## src/rtl/rfsh_pkg.sv

```systemverilog
package rfsh_pkg;

   typedef enum logic [2:0] {
      CMD_NOP      = 3'd0,
      CMD_PALL     = 3'd1,
      CMD_REF      = 3'd2,
      CMD_SREF_IN  = 3'd3,
      CMD_SREF_OUT = 3'd4
   } sd_cmd_e;

   typedef struct packed {
      logic [1:0] trc;
      logic [1:0] trp;
      logic [2:0] rep;
      logic [2:0] csel;
      logic       self_mode;
      logic       enable;
   } ctrl_t;

   localparam int unsigned CTRL_W = $bits(ctrl_t);
   localparam logic [1:0] ADDR_CTRL = 2'd0;
   localparam logic [1:0] ADDR_CNT  = 2'd1;
   localparam logic [1:0] ADDR_CMP  = 2'd2;

   // log2 of the prescaler divisor for each nonzero clock-select code
   function automatic int unsigned div_log2(input int unsigned sel);
      case (sel)
         1: return 2;
         2: return 4;
         3: return 6;
         4: return 8;
         5: return 10;
         6: return 11;
         default: return 12;
      endcase
   endfunction

   function automatic logic [3:0] burst_len(input logic [2:0] code);
      case (code)
         3'd0: return 4'd1;
         3'd1: return 4'd2;
         3'd2: return 4'd4;
         3'd3: return 4'd6;
         default: return 4'd8;
      endcase
   endfunction

endpackage

```

## src/rtl/rfsh_regs.sv

```systemverilog
module rfsh_regs
   import rfsh_pkg::*;
#(
   parameter int DATA_W = 16,
   parameter int CNT_W  = 8
) (
   input  logic              clk,
   input  logic              rst_n,
   input  logic              wr_en,
   input  logic [1:0]        wr_addr,
   input  logic [DATA_W-1:0] wr_data,
   output ctrl_t             ctrl,
   output logic [CNT_W-1:0]  cmp_val,
   output logic              cnt_load,
   output logic [CNT_W-1:0]  cnt_load_val
);

   generate
      if (DATA_W < CTRL_W || DATA_W < CNT_W) begin : g_bad_width
         $error("rfsh_regs: DATA_W must cover control and counter fields");
      end
   endgenerate

   logic unused_wr_bits;
   assign unused_wr_bits = ^wr_data;

   always_ff @(posedge clk or negedge rst_n) begin
      if (!rst_n) begin
         ctrl    <= '0;
         cmp_val <= '0;
      end else if (wr_en) begin
         if (wr_addr == ADDR_CTRL) ctrl    <= ctrl_t'(wr_data[CTRL_W-1:0]);
         if (wr_addr == ADDR_CMP)  cmp_val <= wr_data[CNT_W-1:0];
      end
   end

   assign cnt_load     = wr_en && (wr_addr == ADDR_CNT);
   assign cnt_load_val = wr_data[CNT_W-1:0];

endmodule

```

## src/rtl/rfsh_prescaler.sv

```systemverilog
module rfsh_prescaler
   import rfsh_pkg::*;
(
   input  logic       clk,
   input  logic       rst_n,
   input  logic [2:0] csel,
   output logic       tick
);

   localparam int unsigned PRE_W = div_log2(7);

   logic [PRE_W-1:0] presc;
   logic [7:0]       sel_tick;

   always_ff @(posedge clk or negedge rst_n) begin
      if (!rst_n) presc <= '0;
      else        presc <= presc + 1'b1;
   end

   assign sel_tick[0] = 1'b0;
   generate
      for (genvar g = 1; g < 8; g++) begin : g_rate
         localparam int unsigned LG = div_log2(g);
         assign sel_tick[g] = &presc[LG-1:0];
      end
   endgenerate

   assign tick = sel_tick[csel];

endmodule

```

## src/rtl/rfsh_interval.sv

```systemverilog
module rfsh_interval #(
   parameter int CNT_W = 8
) (
   input  logic             clk,
   input  logic             rst_n,
   input  logic             tick,
   input  logic             load,
   input  logic [CNT_W-1:0] load_val,
   input  logic [CNT_W-1:0] cmp_val,
   output logic             match
);

   logic [CNT_W-1:0] cnt;

   always_ff @(posedge clk or negedge rst_n) begin
      if (!rst_n) begin
         cnt   <= '0;
         match <= 1'b0;
      end else begin
         match <= 1'b0;
         if (load) begin
            cnt <= load_val;
         end else if (tick) begin
            if (cnt == cmp_val) begin
               cnt   <= '0;
               match <= 1'b1;
            end else begin
               cnt <= cnt + 1'b1;
            end
         end
      end
   end

endmodule

```

## src/rtl/rfsh_seq.sv

```systemverilog
module rfsh_seq
   import rfsh_pkg::*;
(
   input  logic       clk,
   input  logic       rst_n,
   input  logic       enable,
   input  logic       self_mode,
   input  logic [2:0] rep,
   input  logic [1:0] trp,
   input  logic [1:0] trc,
   input  logic       match,
   input  logic       gnt,
   output logic       req,
   output sd_cmd_e    cmd,
   output logic       self_active
);

   typedef enum logic [3:0] {
      S_IDLE, S_REQ, S_PALL, S_TRP, S_REF, S_TRC, S_SR_IN, S_SR_HOLD, S_SR_OUT
   } st_e;

   st_e        state;
   logic [1:0] wcnt;
   logic [3:0] left;
   logic       is_self;
   logic       pending;
   logic       auto_on, self_on, take;

   assign auto_on = enable & ~self_mode;
   assign self_on = enable & self_mode;
   assign take    = (state == S_IDLE) && pending;

   always_ff @(posedge clk or negedge rst_n) begin
      if (!rst_n)        pending <= 1'b0;
      else if (!auto_on) pending <= 1'b0;
      else if (match)    pending <= 1'b1;
      else if (take)     pending <= 1'b0;
   end

   always_ff @(posedge clk or negedge rst_n) begin
      if (!rst_n) begin
         state   <= S_IDLE;
         wcnt    <= '0;
         left    <= '0;
         is_self <= 1'b0;
      end else begin
         case (state)
            S_IDLE: if (self_on || (auto_on && pending)) state <= S_REQ;
            S_REQ: begin
               if (!enable) begin
                  state <= S_IDLE;
               end else if (gnt) begin
                  is_self <= self_mode;
                  left    <= burst_len(rep);
                  state   <= S_PALL;
               end
            end
            S_PALL: begin
               if (is_self) state <= S_SR_IN;
               else if (trp != 2'd0) begin
                  wcnt  <= trp;
                  state <= S_TRP;
               end else state <= S_REF;
            end
            S_TRP: begin
               if (wcnt == 2'd1) state <= S_REF;
               else wcnt <= wcnt - 2'd1;
            end
            S_REF: begin
               left <= left - 4'd1;
               if (trc != 2'd0) begin
                  wcnt  <= trc;
                  state <= S_TRC;
               end else if (left == 4'd1) state <= S_IDLE;
               else state <= S_PALL;
            end
            S_TRC: begin
               if (wcnt == 2'd1) state <= (left == 4'd0) ? S_IDLE : S_PALL;
               else wcnt <= wcnt - 2'd1;
            end
            S_SR_IN:   state <= S_SR_HOLD;
            S_SR_HOLD: if (!self_on) state <= S_SR_OUT;
            S_SR_OUT: begin
               left <= '0;
               if (trc != 2'd0) begin
                  wcnt  <= trc;
                  state <= S_TRC;
               end else state <= S_IDLE;
            end
            default: state <= S_IDLE;
         endcase
      end
   end

   always_comb begin
      case (state)
         S_PALL:   cmd = CMD_PALL;
         S_REF:    cmd = CMD_REF;
         S_SR_IN:  cmd = CMD_SREF_IN;
         S_SR_OUT: cmd = CMD_SREF_OUT;
         default:  cmd = CMD_NOP;
      endcase
   end

   assign req         = (state != S_IDLE);
   assign self_active = (state == S_SR_HOLD);

endmodule

```

## src/rtl/sdram_refresh_sched.sv

```systemverilog
module sdram_refresh_sched
   import rfsh_pkg::*;
#(
   parameter int DATA_W = 16,
   parameter int CNT_W  = 8
) (
   input  logic              clk,
   input  logic              rst_n,
   input  logic              wr_en_i,
   input  logic [1:0]        wr_addr_i,
   input  logic [DATA_W-1:0] wr_data_i,
   input  logic              arb_gnt_i,
   output logic              arb_req_o,
   output logic [2:0]        sdram_cmd_o,
   output logic              self_ref_o
);

   generate
      if (CNT_W < 2) begin : g_bad_cnt
         $error("sdram_refresh_sched: CNT_W must be at least 2");
      end
   endgenerate

   ctrl_t            ctrl_q;
   logic [CNT_W-1:0] cmp_val, load_val;
   logic             cnt_load, tick, match;
   sd_cmd_e          cmd;

   rfsh_regs #(.DATA_W(DATA_W), .CNT_W(CNT_W)) u_regs (
      .clk(clk), .rst_n(rst_n), .wr_en(wr_en_i), .wr_addr(wr_addr_i),
      .wr_data(wr_data_i), .ctrl(ctrl_q), .cmp_val(cmp_val),
      .cnt_load(cnt_load), .cnt_load_val(load_val)
   );

   rfsh_prescaler u_presc (
      .clk(clk), .rst_n(rst_n), .csel(ctrl_q.csel), .tick(tick)
   );

   rfsh_interval #(.CNT_W(CNT_W)) u_intv (
      .clk(clk), .rst_n(rst_n), .tick(tick), .load(cnt_load),
      .load_val(load_val), .cmp_val(cmp_val), .match(match)
   );

   rfsh_seq u_seq (
      .clk(clk), .rst_n(rst_n), .enable(ctrl_q.enable),
      .self_mode(ctrl_q.self_mode), .rep(ctrl_q.rep), .trp(ctrl_q.trp),
      .trc(ctrl_q.trc), .match(match), .gnt(arb_gnt_i), .req(arb_req_o),
      .cmd(cmd), .self_active(self_ref_o)
   );

   assign sdram_cmd_o = cmd;

endmodule

```

## config.mk

```make
export PLATFORM = sky130hd
export DESIGN_NAME = sdram_refresh_sched
export DESIGN_NICKNAME = d
export VERILOG_FILES = /design/src/rtl/rfsh_pkg.sv /design/src/rtl/rfsh_regs.sv /design/src/rtl/rfsh_prescaler.sv /design/src/rtl/rfsh_interval.sv /design/src/rtl/rfsh_seq.sv /design/src/rtl/sdram_refresh_sched.sv
export SDC_FILE = /design/constraint.sdc
export NUM_CORES = 1
export LEC_CHECK = 0
export CORE_MARGIN = 2
export CORE_UTILIZATION = 35
export DETAILED_ROUTE_END_ITERATION = 7
export PLACE_DENSITY = 0.51
export SETUP_SLACK_MARGIN = 0.2
export SYNTH_ARGS = -nofsm -noshare
export SYNTH_HDL_FRONTEND = slang
export SYNTH_SLANG_ARGS = --single-unit
```

## constraint.sdc

```tcl
create_clock -name clk -period 2.43 [get_ports clk]
set_input_delay 0.486 -clock clk [delete_from_list [all_inputs] [get_ports clk]]
set_output_delay 0.486 -clock clk [all_outputs]
set_load 0.005 [all_outputs]
```

==> results by group <==
Logic synthesis
  – Post-synthesis average cell area: 10.1 um2
  – Main synth FF type: dfrtp_1
  – Ys async rst share: 100%
  – Mapped Area: 2840 um2
  – Synth cell types: 49
  – Register bit total from synthesis: 53
  – Sequential element share of the synthesized area: 46.8%
  – Synth warn: 0
  – Number of flops mapped to enable cells by yosys: 0
  – Mapped Nets: 308
  – Post-Syn Instances: 280

Pwr
  – Sw Share: 36.7%
  – Clock power share: 16.4%
  – Total Power: 3.00 mW
  – Max VDD drop: 243 uV
  – Power density over the cells: 899 nW/um2
  – Sequential fraction of design power: 42.3%
  – Comb power frac: 41.3%
  – Leak: 1.38 nW
  – Int Pwr: 1.90 mW
  – P_sw: 1.10 mW

Drt
  – Routed wire per std cell: 14.4 um
  – Vias: 2124
  – Detail Route Antenna Nets: 0
  – Final wirelength: 6000 um
  – Vias per cell: 5.09
  – Initial DRT Pass Iterations: 4
  – DRC viols: 0
  – Initial DRC Count: 123

Die
  – # IOs: 27
  – Die Ht: 94.0 um
  – Initial Util: 36.3%
  – Rows: 32
  – Core area: 7810 um2
  – DIE WIDTH: 94.0 um
  – Die area: 8840 um2

Layout
  – Highest-count cells in the layout ignoring fill and taps: 49 x dfrtp_1, 30 x nor2_1, 22 x mux2_2
  – Layout cells sized above 1: 21.6%
  – # diodes: 0
  – Post-layout nets: 342
  – Area Growth Syn to Fin: 17.8%
  – Most common cell after layout, fill and taps aside: dfrtp_1

Worst setup path
  – Worst R2R End: u_intv.cnt[5]$_DFFE_PN0P_
  – Critical Path AT: 1710 ps
  – Critical-path maximum fanout: 6
  – Worst Setup End Kind: primary output
  – Reg2reg path depth: 7
  – Path type of the worst setup path: flop to primary output
  – CP Launch Type: flop
  – WP data required: 1940 ps
  – FF-to-FF setup slack: 530 ps
  – Reg2reg start: u_presc.presc[0]$_DFF_PN0_

Global route
  – Initial antenna violation count: 0
  – First-pass GRT wire length: 10200 um
  – Vias in the first global route: 2136
  – Total track usage: 14.6%
  – Largest net degree at the start of global routing: 29
  – Global route total overflow: 0

Placement
  – Port bufs: 22
  – Estimated wirelength of the detail-placed design: 4190 um
  – Final GP Congestion: 0.858

Run status
  – Status: complete, no violations

Timing
  – Skew final: 9.89 ps
  – Slew Limit Fails: 0
  – Max Fclk: 454 MHz
  – Final Hold Vio Count: 0
  – Minimum clock period: 2200 ps
  – Accumulated negative setup slack: 0 ps
  – Slew @ Worst Pin: 604 ps
  – Worst slew margin: 59.7%
  – RSZ-0062 raised after global routing: true
  – Crit share post-route: 90.6%
  – Final Setup Violations: 0

Clock tree
  – Clock buffer depth: 2
  – Sink Count: 53
  – H-tree Lvls: 2
  – Root buf cell: clkbuf_8
  – Clk pin slew, worst setup/hold paths: 100 ps
  – CTS Hold Bufs: 0
  – Worst skew pair latency: 310 ps
  – CTS Buf Count: 5
  – CTS tree: built

Flow run
  – Max Cap Viol: 0

Worst hold path
  – Hold crit path type: primary input to async pin
how the worst max path moves through the flow:
stage                          startpoint                        end  slack (ps)  cells past startpoint
2_1_floorplan  u_presc.presc[0]$_DFF_PN0_  u_intv.cnt[3]$_DFFE_PN0P_         680                      8
3_3_place_gp   u_seq.state[3]$_DFFE_PN0P_             sdram_cmd_o[2]         440                      3
3_5_place_dp   u_seq.state[3]$_DFFE_PN0P_             sdram_cmd_o[2]         440                      3
4_1_cts        u_seq.state[2]$_DFFE_PN0P_             sdram_cmd_o[2]         130                      3
5_1_grt        u_seq.state[2]$_DFFE_PN0P_             sdram_cmd_o[2]         170                      3
6_report       u_seq.state[2]$_DFFE_PN0P_             sdram_cmd_o[2]         230                      3
metal layers:
| metal | wire length, um | GRT usage, % | vias up | part of all wire (%) |
|---|---|---|---|---|
| met5 | 0 | 0 | - | 0 |
| met4 | 74 | 4.35 | 0 | 1.2 |
| met3 | 176 | 2.73 | 7 | 2.9 |
| met2 | 2800 | 22.9 | 34 | 47 |
| met1 | 2950 | 20.4 | 1021 | 49 |
| li1 | - | - | 1062 | - |
registers in the layout, indices dropped and copies added, names as in the netlist:
signal,cells
u_seq.left,4
u_presc.presc,12
u_intv.match,1
u_seq.pending,1
u_seq.is_self,1
u_regs.ctrl,12
u_seq.wcnt,2
u_regs.cmp_val,8
u_seq.state,4
u_intv.cnt,8
cell families after synthesis:
kind of cell	Yosys count	synth area share (%)
flip-flops	53	46.8
AND/OR/NAND/NOR	109	20.1
AO/OA/AOI/OAI	55	12.4
buffers and inverters	14	2.74
XOR/XNOR	19	5.87
multiplexers	24	9.49
adder cells (fa/ha/maj)	6	2.65
cells in the mapped netlist, types with 5 or more instances:
master | count | area share (%)
a21oi_1 | 12 | 2.1
xor2_1 | 5 | 1.5
nand3b_1 | 5 | 1.3
nand3_1 | 8 | 1.4
o21ai_0 | 14 | 2.5
ha_1 | 6 | 2.6
nor2b_1 | 6 | 1.3
o21ai_1 | 7 | 1.2
a31oi_1 | 7 | 1.5
nand2_1 | 20 | 2.6
xnor2_1 | 14 | 4.3
inv_1 | 7 | 0.93
nor2_1 | 32 | 4.2
dfrtp_1 | 53 | 47
nand4_1 | 5 | 1.1
nor3_1 | 10 | 1.8
mux2_2 | 22 | 8.7
power groups by stage:
| stage | registers [mW] | clock network [mW] | logic [mW] |
|---|---|---|---|
| finish | 1.27 | 0.494 | 1.24 |
| global route | 1.31 | 0.557 | 1.39 |
| CTS | 1.28 | 0.522 | 1.15 |
| detailed placement | 1.29 | 0 | 1.14 |
| global placement | 1.29 | 0 | 1.14 |
| floorplan | 1.20 | 0 | 0.897 |
critical path, cell delays in order, from the launching register on:
cell and delay (ps):
dfrtp_2 460, nand2b_2 240, nor3_2 170, clkdlybuf4s50_1 530
cell type report:
| type | count | area [um2] |
|---|---|---|
| clock buffers | 5 | 68.8 |
| clock inverters | 3 | 17.5 |
| fillers | 776 | 4470 |
| inverters | 7 | 26.3 |
| multi-input cells | 213 | 1450 |
| flip-flops and latches | 53 | 1330 |
| well taps | 102 | 128 |
| repair buffers | 34 | 318 |
repair_timing:
item / in CTS / in global routing
buffers inserted: 0 / 7
setup endpoints to repair: 4 / 4
hold endpoints to repair: 0 / 0
gates resized for setup: 5 / 4
per-stage QoR:
| step | cells | cell area (um2) | worst slack [ps] | hold slack (ps) | utilization (%) |
|---|---|---|---|---|---|
| final | 417 | 3340 | 229 | 171 | 42.8 |
| after global routing | 417 | 3340 | 173 | 222 | 42.8 |
| after CTS | 410 | 3280 | 127 | 197 | 42.0 |
| after detailed placement | 402 | 3180 | 443 | 462 | 40.8 |
| after global placement | 402 | 3180 | 438 | 459 | 40.8 |
| after floorplan | 280 | 2840 | 680 | 190 | - |
Note: power is estimated with default switching activity, not from simulation.
